<file path="config.mk">
export PLATFORM = sky130hd
export DESIGN_NAME = rivalry_step
export DESIGN_NICKNAME = d
export VERILOG_FILES = /design/src/rtl/rivalry_pkg.sv /design/src/rtl/rivalry_lfsr.sv /design/src/rtl/rivalry_split.sv /design/src/rtl/rivalry_rule.sv /design/src/rtl/rivalry_step.sv
export SDC_FILE = /design/constraint.sdc
export NUM_CORES = 1
export LEC_CHECK = 0
export BUFFER_PORTS_ARGS = -buffer_cell sky130_fd_sc_hd__buf_2
export CAP_MARGIN = 5
export CORE_MARGIN = 3
export CORE_UTILIZATION = 50
export CTS_CLUSTER_SIZE = 10
export DETAILED_ROUTE_END_ITERATION = 8
export PLACE_DENSITY = 0.69
export RECOVER_POWER = 50
export SLEW_MARGIN = 20
export SYNTH_ARGS = -nofsm -noshare
export SYNTH_HDL_FRONTEND = slang
export SYNTH_SLANG_ARGS = --single-unit
</file>
<file path="constraint.sdc">
create_clock -name clk -period 22.8 [get_ports clk]
set_input_delay 6.84 -clock clk [delete_from_list [all_inputs] [get_ports clk]]
set_output_delay 6.84 -clock clk [all_outputs]
set_load 0.05 [all_outputs]
</file>
<file path="src/rtl/rivalry_pkg.sv">
package rivalry_pkg;

   // Feedback tap masks for maximal-length Fibonacci generators.
   function automatic logic [63:0] tap_mask(input int unsigned w);
      case (w)
         8:       tap_mask = 64'h0000_0000_0000_00B8;
         16:      tap_mask = 64'h0000_0000_0000_B400;
         32:      tap_mask = 64'h0000_0000_8020_0003;
         default: tap_mask = 64'h0;
      endcase
   endfunction

   function automatic bit width_supported(input int unsigned w);
      width_supported = (w == 8) || (w == 16) || (w == 32);
   endfunction

endpackage

</file>
<file path="src/rtl/rivalry_lfsr.sv">
module rivalry_lfsr
   import rivalry_pkg::*;
#(
   parameter int unsigned LW = 16
) (
   input  logic          clk,
   input  logic          rst_n,
   input  logic          load_i,
   input  logic [LW-1:0] seed_i,
   input  logic          adv_i,
   output logic [LW-1:0] state_o
);
   localparam logic [63:0]   MASK64 = tap_mask(LW);
   localparam logic [LW-1:0] MASK   = MASK64[LW-1:0];
   localparam logic [LW-1:0] ONE    = LW'(1);

   logic [LW-1:0] state_q;
   logic          fb;

   generate
      if (!width_supported(LW)) begin : g_bad_width
         $error("rivalry_lfsr: LW must be 8, 16 or 32");
      end
   endgenerate

   assign fb = ^(state_q & MASK);

   always_ff @(posedge clk) begin
      if (!rst_n) begin
         state_q <= ONE;
      end else if (load_i) begin
         state_q <= (seed_i == '0) ? ONE : seed_i;
      end else if (adv_i) begin
         state_q <= {state_q[LW-2:0], fb};
      end
   end

   assign state_o = state_q;
endmodule

</file>
<file path="src/rtl/rivalry_split.sv">
module rivalry_split #(
   parameter int unsigned CW = 16,
   parameter int unsigned LW = 16
) (
   input  logic [CW-1:0] a_i,
   input  logic [LW-1:0] rnd_i,
   output logic [CW-1:0] a1_o,
   output logic [CW-1:0] a2_o
);
   localparam int unsigned PW = CW + LW;

   logic [PW-1:0] prod;

   assign prod = {{LW{1'b0}}, a_i} * {{CW{1'b0}}, rnd_i};
   assign a1_o = prod[PW-1:LW];
   assign a2_o = a_i - a1_o;
endmodule

</file>
<file path="src/rtl/rivalry_rule.sv">
module rivalry_rule #(
   parameter int unsigned CW = 16
) (
   input  logic [CW-1:0] share_i,
   input  logic [CW-1:0] partner_i,
   input  logic [CW-1:0] rival_left_i,
   output logic [CW-1:0] left_o,
   output logic [CW-1:0] fire_o
);
   logic [CW:0] offer;

   // Surplus of this rule's own share, independent of the rival.
   assign left_o = (share_i > partner_i) ? (share_i - partner_i) : '0;

   assign offer  = {1'b0, share_i} + {1'b0, rival_left_i};
   assign fire_o = (offer > {1'b0, partner_i}) ? partner_i : offer[CW-1:0];
endmodule

</file>
<file path="src/rtl/rivalry_step.sv">
module rivalry_step #(
   parameter int unsigned CW = 16,
   parameter int unsigned LW = 16
) (
   input  logic          clk,
   input  logic          rst_n,
   input  logic [LW-1:0] seed_i,
   input  logic          load_i,
   input  logic [CW-1:0] init_a_i,
   input  logic [CW-1:0] init_c_i,
   input  logic [CW-1:0] init_cp_i,
   input  logic          step_i,
   output logic [CW-1:0] cnt_a_o,
   output logic [CW-1:0] cnt_c_o,
   output logic [CW-1:0] cnt_cp_o,
   output logic [CW-1:0] fire1_o,
   output logic [CW-1:0] fire2_o,
   output logic          halted_o
);
   generate
      if (CW < 2) begin : g_bad_cw
         $error("rivalry_step: CW must be at least 2");
      end
   endgenerate

   logic [CW-1:0] a_q, c_q, cp_q, f1_q, f2_q;
   logic [LW-1:0] rnd;
   logic [CW-1:0] a1, a2;
   logic [CW-1:0] left1, left2;
   logic [CW-1:0] n1, n2;
   logic          adv;

   assign adv = step_i && !load_i;

   rivalry_lfsr #(.LW(LW)) u_lfsr (
      .clk     (clk),
      .rst_n   (rst_n),
      .load_i  (load_i),
      .seed_i  (seed_i),
      .adv_i   (adv),
      .state_o (rnd)
   );

   rivalry_split #(.CW(CW), .LW(LW)) u_split (
      .a_i   (a_q),
      .rnd_i (rnd),
      .a1_o  (a1),
      .a2_o  (a2)
   );

   // Rule one: a + c -> c'.  Rule two: a + c' -> c.
   rivalry_rule #(.CW(CW)) u_rule1 (
      .share_i      (a1),
      .partner_i    (c_q),
      .rival_left_i (left2),
      .left_o       (left1),
      .fire_o       (n1)
   );

   rivalry_rule #(.CW(CW)) u_rule2 (
      .share_i      (a2),
      .partner_i    (cp_q),
      .rival_left_i (left1),
      .left_o       (left2),
      .fire_o       (n2)
   );

   always_ff @(posedge clk) begin
      if (!rst_n) begin
         a_q  <= '0;
         c_q  <= '0;
         cp_q <= '0;
         f1_q <= '0;
         f2_q <= '0;
      end else if (load_i) begin
         a_q  <= init_a_i;
         c_q  <= init_c_i;
         cp_q <= init_cp_i;
         f1_q <= '0;
         f2_q <= '0;
      end else if (step_i) begin
         a_q  <= a_q - n1 - n2;
         c_q  <= c_q - n1 + n2;
         cp_q <= cp_q - n2 + n1;
         f1_q <= n1;
         f2_q <= n2;
      end
   end

   assign cnt_a_o  = a_q;
   assign cnt_c_o  = c_q;
   assign cnt_cp_o = cp_q;
   assign fire1_o  = f1_q;
   assign fire2_o  = f2_q;
   assign halted_o = (n1 == '0) && (n2 == '0);
endmodule

</file>
# Yosys cells after proc, flatten, opt, wreduce, memory -nomap -nowiden

Cells that the tools add are included.

Bits in registers: 96

Add/subtract/negate cells: 11
Multipliers: 1
Magnitude comparators: 4
Mux-type cells: 13
Bitwise logic cells: 1
Reduce and logical (&&, ||, !) cells: 10

Operator list:

| kind                          | number |
|---|---|
| two-way mux 16 bit            | 13 |
| subtractor 16 bit             | 7 |
| zero test 16 bit              | 3 |
| adder 16 x 16 -> 17 bit       | 2 |
| > comparator 17 x 16 -> 1 bit | 2 |
| adder 16 bit                  | 2 |
| > comparator 16 bit           | 2 |
| multiplier 16 x 16 -> 32 bit  | 1 |
| XOR reduction 16 bit          | 1 |
| nonzero test 2 bit            | 2 |
| logical AND 1 bit             | 2 |
| OR reduction 2 bit            | 1 |
| zero test 1 bit               | 1 |
| NOT 1 bit                     | 1 |

# Depth between registers and ports, before layout

Gate-level depths: netlist of run 1.

Depth after elaboration: 11
Gate-level depth with buffers: 81

# Cells and area by module

A second synthesis of run 1 with hierarchy kept.

Cell total of the unflattened synthesis: 2626
Area, all modules: 21471.8 um^2

By module, submodules not included:

| module        | times used | cells each | area an instance (um^2) |
|---|---|---|---|
| rivalry_split | 1          | 1090       | 9318.9 |
| rivalry_step  | 1          | 844        | 6825.3 |
| rivalry_rule  | 2          | 299        | 2278.4 |
| rivalry_lfsr  | 1          | 94         | 770.7 |

# Worst setup path before layout of run 1

Ideal clock, no wire load.

Path kind: register -> output
Start: reg a_q[9] (netlist: cnt_a_o[9])
End: out halted_o
Arrival time: 14.686 ns
Required time: 15.960 ns
Path slack: 1.274 ns
Cell stages (with the launch flop): 61
Cell sequence: dfxtp_1 clkbuf_1 clkbuf_1 nand2_1 fa_1 fa_1 fa_1 inv_1 fa_1 fa_1 inv_1 fa_1 inv_1 ha_1 a211o_1 o221a_2 o21ai_1 a21oi_1 [... 25 more ...] o31a_1 o21bai_1 a21o_1 a21oi_1 xnor2_1 ha_1 and3_1 a221o_1 a211oi_1 o31a_2 and2_4 buf_6 buf_2 mux2i_1 nand2_1 a2111oi_0 and4_1 and4_1

Longest elaborated chain between the ends: 9
Elaborated cells between the ends (all ways): 17

Ends and longest elaborated chain:

| item                                                     | RTL line            | RTL |
|---|---|---|
| start: declaration                                       | rivalry_step.sv:26  | `logic [CW-1:0] a_q, c_q, cp_q, f1_q, f2_q;` |
| start signal: assignment                                 | rivalry_step.sv:76  | `a_q <= init_a_i;` |
| start signal: assignment                                 | rivalry_step.sv:82  | `a_q <= a_q - n1 - n2;` |
| multiplier 16 x 16 -> 32 bit                             | rivalry_split.sv:14 | `assign prod = {{LW{1'b0}}, a_i} * {{CW{1'b0}}, rnd_i};` |
| subtractor 16 bit                                        | rivalry_split.sv:16 | `assign a2_o = a_i - a1_o;` |
| subtractor 16 bit or > comparator 16 bit (tied branches) | rivalry_rule.sv:13  | `assign left_o = (share_i > partner_i) ? (share_i - partner_i) : '0;` |
| two-way mux 16 bit                                       | rivalry_rule.sv:13  |  |
| adder 16 x 16 -> 17 bit                                  | rivalry_rule.sv:15  | `assign offer = {1'b0, share_i} + {1'b0, rival_left_i};` |
| > comparator 17 x 16 -> 1 bit                            | rivalry_rule.sv:16  | `assign fire_o = (offer > {1'b0, partner_i}) ? partner_i : offer[CW-1:0];` |
| two-way mux 16 bit                                       | rivalry_rule.sv:16  |  |
| zero test 16 bit                                         | rivalry_step.sv:95  | `assign halted_o = (n1 == '0) && (n2 == '0);` |
| logical AND 1 bit *                                      | rivalry_step.sv:95  |  |
| end: declaration                                         | rivalry_step.sv:18  | `output logic halted_o` |

Every way passes the cells marked *; elsewhere a longest branch is shown, timed or not.

# Worst setup path in the final report of run 1

Start: reg u_lfsr.state_q[7] (netlist: u_lfsr.state_o[7])
End: out halted_o

Longest elaborated chain between the ends: 9
Elaborated cells between the ends (all ways): 17

Ends and longest elaborated chain:

| item                                                     | RTL line            | RTL |
|---|---|---|
| start: declaration                                       | rivalry_lfsr.sv:17  | `logic [LW-1:0] state_q;` |
| start signal: assignment                                 | rivalry_lfsr.sv:32  | `state_q <= (seed_i == '0) ? ONE : seed_i;` |
| start signal: assignment                                 | rivalry_lfsr.sv:34  | `state_q <= {state_q[LW-2:0], fb};` |
| multiplier 16 x 16 -> 32 bit *                           | rivalry_split.sv:14 |  |
| subtractor 16 bit                                        | rivalry_split.sv:16 |  |
| subtractor 16 bit or > comparator 16 bit (tied branches) | rivalry_rule.sv:13  |  |
| two-way mux 16 bit                                       | rivalry_rule.sv:13  |  |
| adder 16 x 16 -> 17 bit                                  | rivalry_rule.sv:15  |  |
| > comparator 17 x 16 -> 1 bit                            | rivalry_rule.sv:16  |  |
| two-way mux 16 bit                                       | rivalry_rule.sv:16  |  |
| zero test 16 bit                                         | rivalry_step.sv:95  |  |
| logical AND 1 bit *                                      | rivalry_step.sv:95  |  |

Marked as above.

==> qor.log, run 1 <==
qor: logic_synthesis.synth.lib_cells_used.distinct 84
qor: sta.hold_viol 0
qor: detailed_routing.wl_per_cell 19.95 µm
qor: worst_setup_path.maximum_fanout_along_the_worst_path 11
qor: cts.cts.sinks 96
qor: die.die_h 205.2 µm
qor: die.rows 72
qor: outcome.failed_checks capacitance limit, slew limit
qor: placed_design.placedInstanceArea 21070 µm²
qor: worst_setup_path.req_time_crit_path 15.96 ns
qor: logic_synthesis.yosys_most_used_dff sky130_fd_sc_hd__dfxtp_1
qor: placed_design.place_inst 3023
qor: logic_synthesis.synth-edff-count 0
qor: detailed_routing.detailedRoute.firstIterationViolations 1339
qor: global_route.grt_pass1_vias 17860
qor: cells_and_area.drive_above_1_share 7.129%
qor: logic_synthesis.synth.cell_area 19840 µm²
qor: global_route.globalRoute.totalOverflow 0
qor: cts.number_of_buffers_added_by_the_clock_tree_synthesis_step 9
qor: detailed_routing.detail_route.drc_violations 0
qor: sta.clock.fmax 45.25 MHz
qor: die.die-area 42100 µm²
qor: cells_and_area.antennaDiodeCount 0
qor: worst_setup_path.criticalPathCategory register to primary output
qor: logic_synthesis.ys_seq_area_share 9.689%
qor: placed_design.place.gp.congestion 1.010
qor: worst_setup_path.cpMaxStageDelayCell sky130_fd_sc_hd__fa_1
qor: worst_setup_path.critPathMaxStageDelay 0.55 ns
qor: sta.final_min_period_over_clock_period 96.93%
qor: worst_setup_path.timing.critical_path.mode_cell sky130_fd_sc_hd__fa_1
qor: cells_and_area.final.fill_count 3737
qor: worst_setup_path.setup.reg_to_reg.worst_slack 4.92 ns
qor: worst_hold_path.worst_hold_path_type register to register
qor: global_route.grt_util_all_layers 29.06%
qor: cells_and_area.filler_free_cell_count_of_the_finished_design 3043
qor: detailed_routing.ant_nets 0
qor: cts.clkSlewWorstSetupHoldPaths 0.07 ns
qor: detailed_routing.first_pass_iteration_count_of_the_detailed_router 5
qor: logic_synthesis.synth_fp_nets 2996
qor: cells_and_area.design.final.nets 3091
qor: logic_synthesis.synth_register_bits 96
qor: cts.tritoncts_clock_tree done
qor: logic_synthesis.ys_async_sr_fraction 0%
qor: die.ios 149
qor: cells_and_area.utilization 55.00%
qor: die.initial_core_util 50.97%
qor: sta.clock_skew 0.01657 ns
qor: detailed_routing.route.final.wire_length 60720 µm
qor: detailed_routing.drt-vias-per-instance 5.756
qor: sta.finalSetupViolations 0
qor: cells_and_area.final_cell_area 21400 µm²
qor: logic_synthesis.yosys_warn_count 0
qor: logic_synthesis.synthesis.instances 2425
qor: cts.ctsHoldBuffers 0
qor: worst_setup_path.cp-end-kind primary output
qor: cts.cts_root_buf sky130_fd_sc_hd__clkbuf_16
qor: placed_design.hpwl 48950 µm
qor: placed_design.port_buffers 148
qor: sta.timing.final.crit_period 22.10 ns
qor: die.die_w 205.2 µm
qor: detailed_routing.number_of_vias_after_detailed_routing 17510
qor: global_route.antenna_violations_before_repair 0
qor: cts.clock_tree.buffer_depth 2
qor: cts.clkLatencyLatePin 0.38 ns
qor: job.drv_cap 2
qor: worst_setup_path.worstSetupStartpointType register
qor: die.core_footprint 38920 µm²
qor: global_route.grt_start_max_net_pins 97
qor: worst_setup_path.arrival 15.26 ns
qor: sta.worst-slew-pin-transition 4.876 ns
qor: global_route.global_route_wire_length_before_repair 95900 µm
qor: logic_synthesis.post_synth.cell_area_avg 8.179 µm²
qor: outcome.run_status finished with violations
qor: sta.final-max-slew-violation-count 141
qor: sta.relSlewSlack -225.0%
qor: cts.clock_tree.htree_level_count 3
qor: cells_and_area.areaGrowthSynthToFinish 7.904%
## worst max-delay path, delay by kind of cell, from the launching register on
kind,cells,cell delay (ns)
flip-flops,1,0.53
adder cells (fa/ha/maj),12,5.03
AND/OR/NAND/NOR,12,2.28
multiplexers,1,0.32
XOR/XNOR,4,0.74
AO/OA/AOI/OAI,21,5.00
buffers and inverters,8,0.96
## Yosys cell counts, types with 10 or more instances
cell type                    n  area share (%)
sky130_fd_sc_hd__nand3_1    26            0.66
sky130_fd_sc_hd__nor3_1     37            0.93
sky130_fd_sc_hd__nand2b_1   16            0.50
sky130_fd_sc_hd__fa_1      237              24
sky130_fd_sc_hd__or3_1      11            0.35
sky130_fd_sc_hd__dfxtp_1    96             9.7
sky130_fd_sc_hd__a31oi_1    10            0.32
sky130_fd_sc_hd__nor2_1    182             3.4
sky130_fd_sc_hd__ha_1      266              17
sky130_fd_sc_hd__a21oi_1   128             3.2
sky130_fd_sc_hd__nor2b_1    20            0.63
sky130_fd_sc_hd__nand4_1    17            0.54
sky130_fd_sc_hd__o21ai_0    83             2.1
sky130_fd_sc_hd__nand2_1   237             4.5
sky130_fd_sc_hd__inv_1     397             7.5
sky130_fd_sc_hd__a21o_1     42             1.6
sky130_fd_sc_hd__o21a_1     14            0.53
sky130_fd_sc_hd__o21bai_1   22            0.83
sky130_fd_sc_hd__xor2_1     44             1.9
sky130_fd_sc_hd__xnor2_1    78             3.4
sky130_fd_sc_hd__mux2i_1    76             3.8
sky130_fd_sc_hd__clkbuf_1   83             1.6
sky130_fd_sc_hd__a211oi_1   49             1.9
sky130_fd_sc_hd__and2_1    108             3.4
## sequential cells by signal (all words and copies together), names as in the netlist
| signal | flops |
|---|---|
| u_lfsr.state_o | 16 |
| cnt_cp_o | 16 |
| cnt_c_o | 16 |
| cnt_a_o | 16 |
| fire2_o | 16 |
| fire1_o | 16 |
## cells in the final DEF, fill, tap and decap left out, drive strengths merged, types with 7 or more instances in the layout
master / Yosys / layout
inv: 399 / 404
ha: 266 / 266
nand2: 237 / 237
fa: 237 / 237
nor2: 182 / 182
a21oi: 131 / 131
and2: 109 / 110
buf: 15 / 108
dfxtp: 96 / 96
o21ai: 92 / 92
clkbuf: 83 / 83
xnor2: 79 / 79
mux2i: 78 / 78
a211oi: 51 / 51
xor2: 44 / 44
a21o: 42 / 42
nor3: 38 / 38
nand3: 26 / 26
o21bai: 22 / 22
nor2b: 20 / 20
nand4: 17 / 17
nand2b: 16 / 16
o21a: 15 / 15
or3: 11 / 11
a31oi: 11 / 11
nor4: 9 / 9
and3: 9 / 9
a21boi: 7 / 7
## worst paths after layout
| kind | to | start | cells past startpoint |
|---|---|---|---|
| min | fire2_o[10] | fire2_o[10] | 2 |
| max reg2reg | cnt_a_o[13] | u_lfsr.state_o[7] | 70 |
| max | halted_o | u_lfsr.state_o[7] | 58 |
| min reg2reg | fire2_o[10] | fire2_o[10] | 2 |
## layer usage
metal	global-route usage (%)	vias up	share of wire, %
met3	4.477	165	6.8
met2	50.05	688	48
met1	36.53	8537	40
met4	11.79	0	4.7
met5	0	-	0
li1	-	8124	-
## final cells by class
cell class	count	area, µm²	share of cell area [%]
Timing Repair Buffer	181	898.4	4.197
Tap cell	518	648.1	3.028
Clock buffer	10	229.0	1.070
Clock inverter	6	57.56	0.2689
Multi-Input combinational cell	1832	16120	75.32
Sequential cell	96	1948	9.102
Inverter	400	1501	7.015
## stage by stage
stage	setup WS [ns]	hold slack (ns)	setup TNS (ns)
2_1_floorplan	1.274	0.6018	0
3_3_place_gp	1.286	0.4670	0
3_5_place_dp	0.8571	0.4687	0
4_1_cts	0.1691	0.4791	0
5_1_grt	-0.03723	0.4935	-0.03723
6_report	0.7011	0.4766	0
## cell families (layout without fill, tap and decap cells)
logic type,count (synthesis),after routing,synth area share [%]
compound gates,431,431,14.04
xor+xnor,124,124,5.583
fa+ha+maj,503,503,40.70
buf+inv,498,597,9.538
flops,96,96,9.689
mux,78,78,4.018
simple gates,695,696,16.43
## what timing repair did
item,in CTS,in global routing
endpoints found under the setup margin,0,1
gates resized for setup,0,37
hold endpoints to repair,0,0
buffers inserted,0,3
Power of run 1 is not shown: default switching activity piles up to over one toggle a cycle in this logic, so the estimate is an artifact.
==> inputs of run 2 (changes only) <==
- CORE_UTILIZATION: 50 -> 58
- PLACE_DENSITY: 0.69 -> 0.81
- clock period: 22.8 -> 19.5 ns (I/O delays scaled with it)
==> run 2 against run 1 <==
- the flow now finishes without violations
- design area increased by 6.0%
- sequential cell count unchanged
- non-clock buffer count increased by 133
- first-iteration DRC count decreased by 4.3%
- clock-buffer cell count unchanged
- setup slack got worse by 0.41 ns
- utilization increased by 12 points
- critical path depth decreased by 1
- sequential share of layout area decreased by 0.50 points
==> qor.log, run 2 (synthesis results as in run 1) <==
qor: worst_setup_path.r2r_cells 69
qor: worst_hold_path.worst_hold_path_type register to register
qor: detailed_routing.drt-vias-per-instance 5.806
qor: die.ios 149
qor: job.drv_cap 0
qor: sta.relSlewSlack 28.25%
qor: cells_and_area.final_common_cell sky130_fd_sc_hd__inv_1
qor: sta.final-max-slew-violation-count 0
qor: sta.worst-slew-pin-transition 1.076 ns
qor: placed_design.port_buffers 148
qor: worst_setup_path.maximum_fanout_along_the_worst_path 7
qor: cts.clkLatencyLatePin 0.37 ns
qor: placed_design.place.gp.congestion 0.9810
qor: die.die-area 36450 µm²
qor: cells_and_area.antennaDiodeCount 0
qor: worst_setup_path.cpMaxStageDelayCell sky130_fd_sc_hd__fa_1
qor: global_route.antenna_violations_before_repair 1
qor: die.initial_core_util 59.01%
qor: worst_setup_path.arrival 13.35 ns
qor: sta.hold_viol 0
qor: detailed_routing.detail_route.drc_violations 0
qor: cts.clock_tree.htree_level_count 3
qor: sta.finalSetupViolations 0
qor: die.die_h 190.9 µm
qor: cts.clock_tree.buffer_depth 2
qor: cells_and_area.areaGrowthSynthToFinish 14.36%
qor: worst_setup_path.req_time_crit_path 13.65 ns
qor: cells_and_area.layout_common_cells sky130_fd_sc_hd__inv_1 (394), sky130_fd_sc_hd__ha_1 (256), sky130_fd_sc_hd__nand2_1 (236), sky130_fd_sc_hd__fa_1 (233), sky130_fd_sc_hd__nor2_1 (180)
qor: placed_design.placedInstanceArea 21870 µm²
qor: sta.final_min_period_over_clock_period 98.49%
qor: die.rows 67
qor: detailed_routing.ant_nets 0
qor: worst_setup_path.cp-end-kind primary output
qor: global_route.global_route_wire_length_before_repair 98580 µm
qor: die.die_w 190.9 µm
qor: cts.number_of_buffers_added_by_the_clock_tree_synthesis_step 9
qor: detailed_routing.detailedRoute.firstIterationViolations 1281
qor: worst_setup_path.worstSetupStartpointType register
qor: global_route.grt_start_max_net_pins 80
qor: sta.clock_skew 0.009513 ns
qor: detailed_routing.route.final.wire_length 62500 µm
qor: detailed_routing.wl_per_cell 20.12 µm
qor: cts.cts_root_buf sky130_fd_sc_hd__clkbuf_16
qor: detailed_routing.first_pass_iteration_count_of_the_detailed_router 5
qor: worst_hold_path.min_path_cells 2
qor: global_route.grt_pass1_vias 18800
qor: placed_design.hpwl 51760 µm
qor: cells_and_area.final_cell_area 22680 µm²
qor: detailed_routing.number_of_vias_after_detailed_routing 18030
qor: cells_and_area.drive_above_1_share 13.84%
qor: outcome.run_status finished, final reports clean
qor: sta.grt_setup_unrepaired yes
qor: worst_setup_path.critPathMaxStageDelay 0.56 ns
qor: cts.cts.sinks 96
qor: worst_setup_path.timing.critical_path.mode_cell sky130_fd_sc_hd__fa_1
qor: cts.tritoncts_clock_tree done
qor: global_route.globalRoute.totalOverflow 0
qor: sta.timing.final.crit_period 19.20 ns
qor: die.core_footprint 33620 µm²
qor: cells_and_area.design.final.nets 3224
qor: global_route.grt_util_all_layers 34.55%
qor: cts.clkSlewWorstSetupHoldPaths 0.08 ns
qor: worst_setup_path.criticalPathCategory register to primary output
qor: sta.clock.fmax 52.07 MHz
==> run 2: stage by stage <==
stage | instances | utilization (%) | hold WS [ns] | worst slack, ns | setup TNS (ns)
finish | 3106 | 67.48 | 0.4818 | 0.2953 | 0
CTS | 3085 | 66.32 | 0.4776 | 0.004989 | 0
global placement | 3063 | 65.07 | 0.4630 | 0.2791 | 0
floorplan | 2425 | - | 0.6018 | 0.02527 | 0
global route | 3106 | 67.48 | 0.5067 | -0.1744 | -0.1744
detailed placement | 3063 | 65.07 | 0.4673 | -0.02688 | -0.02688
==> run 2: final cells by class <==
| type | instances | area (µm²) |
|---|---|---|
| Clock buffer | 10 | 229.0 |
| Inverter | 400 | 1501 |
| Fill cell | 2848 | 10930 |
| Timing Repair Buffer | 314 | 1959 |
| Clock inverter | 6 | 58.81 |
| Tap cell | 448 | 560.5 |
| Sequential cell | 96 | 1952 |
| Multi-Input combinational cell | 1832 | 16420 |
==> run 2: critical path, delay by kind of cell (launching register included) <==
kind	cells	cell delay [ns]
simple gates	14	2.31
xor+xnor	4	0.59
mux	1	0.27
buf+inv	7	0.81
flops	1	0.53
compound gates	19	3.83
fa+ha+maj	12	4.62
==> run 2: layer usage <==
metal	vias up	global-route usage, %	share of wire (%)
met3	209	5.483	7.0
li1	8403	-	-
met1	8701	42.17	40
met4	2	16.60	5.7
met2	717	59.64	48
met5	-	0	0.013
==> run 2: final timing paths <==
kind,from,end,slack [ns]
setup / recovery,cnt_a_o[1],halted_o,0.30
hold reg to reg,fire1_o[8],fire1_o[8],0.48
setup reg to reg,cnt_a_o[1],cnt_a_o[15],3.46
hold / removal,fire1_o[8],fire1_o[8],0.48
==> run 2: repair_timing <==
item / 4_1_cts / 5_1_grt
resized for setup: 24 / 82
pin swaps: 10 / 68
hold buffers: 0 / 0
gates cloned: 1 / 1
endpoints found under the setup margin: 1 / 1
buffers inserted: 5 / 20
Power of run 2 is left out for the same reason.
==> inputs of run 3 (changes only) <==
- CORE_ASPECT_RATIO: unset -> 0.9
- PLACE_DENSITY: 0.81 -> 0.8
==> run 3 against run 2 <==
- the flow now finishes with violations (setup timing)
- utilization increased by 1.6 points
- design area increased by 1.6%
- register-to-register slack got worse by 0.75 ns
- die area about the same
- via count increased by 3.0%
- setup slack got worse by 0.45 ns
- clock-buffer cell count decreased by 1
- critical path depth increased by 3
- fmax decreased by 2.3%
- wire length increased by 3.3%
- global-route usage decreased by 0.077 points
- hold slack improved by 0.0013 ns
==> qor.log, run 3 (synthesis results as in run 1) <==
qor: detailed_routing.detail_route.drc_violations 0
qor: sta.finalSetupViolations 1
qor: die.initial_core_util 59.49%
qor: cts.ctsHoldBuffers 0
qor: worst_setup_path.arrival 13.80 ns
qor: die.rows 63
qor: sta.worst-slew-pin-transition 1.081 ns
qor: worst_setup_path.maximum_fanout_along_the_worst_path 7
qor: cts.cts_root_buf sky130_fd_sc_hd__clkbuf_16
qor: sta.clock_skew 0.01635 ns
qor: detailed_routing.drt-vias-per-instance 5.914
qor: global_route.grt_start_max_net_pins 75
qor: worst_setup_path.r2r_cells 74
qor: worst_hold_path.worst_hold_path_type register to register
qor: worst_setup_path.worstSetupStartpointType register
qor: cts.clkLatencyLatePin 0.40 ns
qor: detailed_routing.number_of_vias_after_detailed_routing 18580
qor: placed_design.port_buffers 148
qor: sta.clock.fmax 50.88 MHz
qor: placed_design.hpwl 51770 µm
qor: cells_and_area.drive_above_1_share 15.12%
qor: detailed_routing.ant_nets 0
qor: global_route.grt_util_all_layers 34.47%
qor: global_route.global_route_wire_length_before_repair 99920 µm
qor: worst_setup_path.cpMaxStageDelayCell sky130_fd_sc_hd__fa_1
qor: worst_hold_path.min_path_cells 2
qor: worst_setup_path.critPathMaxStageDelay 0.55 ns
qor: detailed_routing.detailedRoute.firstIterationViolations 1772
qor: die.ios 149
qor: outcome.run_status finished with violations
qor: outcome.failed_checks setup timing
qor: detailed_routing.wl_per_cell 20.55 µm
qor: sta.timing.final.crit_period 19.65 ns
qor: detailed_routing.first_pass_iteration_count_of_the_detailed_router 7
qor: cts.clock_tree.buffer_depth 2
qor: detailed_routing.route.final.wire_length 64550 µm
qor: sta.hold_viol 0
qor: cts.number_of_buffers_added_by_the_clock_tree_synthesis_step 9
qor: sta.grt_setup_unrepaired yes
qor: placed_design.place.gp.congestion 0.9977
qor: cells_and_area.utilization 69.11%
qor: cts.clkSlewWorstSetupHoldPaths 0.08 ns
qor: die.die_h 181.4 µm
qor: sta.final_min_period_over_clock_period 100.8%
qor: cts.clock_tree.htree_level_count 3
qor: cells_and_area.final_common_cell sky130_fd_sc_hd__inv_1
qor: job.drv_cap 0
qor: worst_setup_path.criticalPathCategory register to primary output
qor: die.die-area 36460 µm²
qor: die.core_footprint 33340 µm²
qor: cts.tritoncts_clock_tree done
qor: worst_setup_path.cp-end-kind primary output
qor: cells_and_area.design.final.nets 3251
qor: worst_setup_path.req_time_crit_path 13.65 ns
qor: cells_and_area.layout_common_cells sky130_fd_sc_hd__inv_1 (392), sky130_fd_sc_hd__ha_1 (258), sky130_fd_sc_hd__nand2_1 (234), sky130_fd_sc_hd__fa_1 (233), sky130_fd_sc_hd__nor2_1 (181)
qor: die.die_w 200.9 µm
qor: global_route.antenna_violations_before_repair 1
qor: worst_setup_path.timing.critical_path.mode_cell sky130_fd_sc_hd__fa_1
qor: sta.post-route-worst-setup-slack -0.1539 ns
qor: sta.relSlewSlack 27.20%
qor: global_route.grt_pass1_vias 18530
qor: global_route.globalRoute.totalOverflow 0
qor: cts.cts.sinks 96
qor: sta.final-max-slew-violation-count 0
qor: cells_and_area.areaGrowthSynthToFinish 16.17%
## run 3: cell types whose count changed in the layout (fill, tap and decap cells not counted), sizes merged
cell      before  now
and2         110  109
buf          240  272
clkbuf        84   79
clkinv         1    4
clkinvlp       1    0
diode          0    1
inv          404  403
## run 3: through the flow
stage	std cells	area (µm²)	TNS, ns	setup WS (ns)	hold WS [ns]
CTS	3116	22620	0	0.001930	0.4797
finish	3141	23040	-0.1539	-0.1539	0.4831
floorplan	2425	19900	0	0.02527	0.6018
global route	3140	23040	-0.5156	-0.5156	0.4945
global placement	3086	22040	0	0.1341	0.4641
detailed placement	3086	22040	-0.3189	-0.3189	0.4670
## run 3: layer usage
metal	GRT usage, %	vias to the layer above	wire (µm)
met5	0	-	13
met4	12.39	2	2314
met3	7.331	170	6558
met2	54.10	936	28970
met1	47.31	9029	26700
li1	-	8440	-
## run 3: repair_timing
item,in CTS,in global routing
gates resized for setup,49,80
cloned,0,1
buffers inserted,14,23
endpoints found under the setup margin,1,1
pin swaps,24,69
## run 3: worst paths after layout
| path | start | endpoint | slack (ns) |
|---|---|---|---|
| worst max-delay path | cnt_a_o[7] | halted_o | -0.15 |
| worst min-delay path | fire2_o[12] | fire2_o[12] | 0.48 |
| worst max register to register | cnt_a_o[7] | cnt_a_o[15] | 2.71 |
| worst min register to register | fire2_o[12] | fire2_o[12] | 0.48 |
## run 3: layout make-up
type | count | area [µm²]
Antenna cell | 1 | 2.502
Clock buffer | 9 | 225.2
Clock inverter | 7 | 65.06
Fill cell | 2648 | 10300
Inverter | 400 | 1501
Multi-Input combinational cell | 1831 | 16500
Sequential cell | 96 | 1954
Tap cell | 455 | 569.3
Timing Repair Buffer | 342 | 2226
## run 3: critical path, delay by kind of cell (launching register included)
| family | cells | cell delay [ns] |
|---|---|---|
| flip-flops | 1 | 0.40 |
| adder cells (fa/ha/maj) | 12 | 4.56 |
| AND/OR/NAND/NOR | 11 | 1.81 |
| multiplexers | 1 | 0.27 |
| buffers and inverters | 10 | 1.14 |
| XOR/XNOR | 4 | 0.62 |
| AO/OA/AOI/OAI | 22 | 4.55 |
Power of run 3 is left out for the same reason.
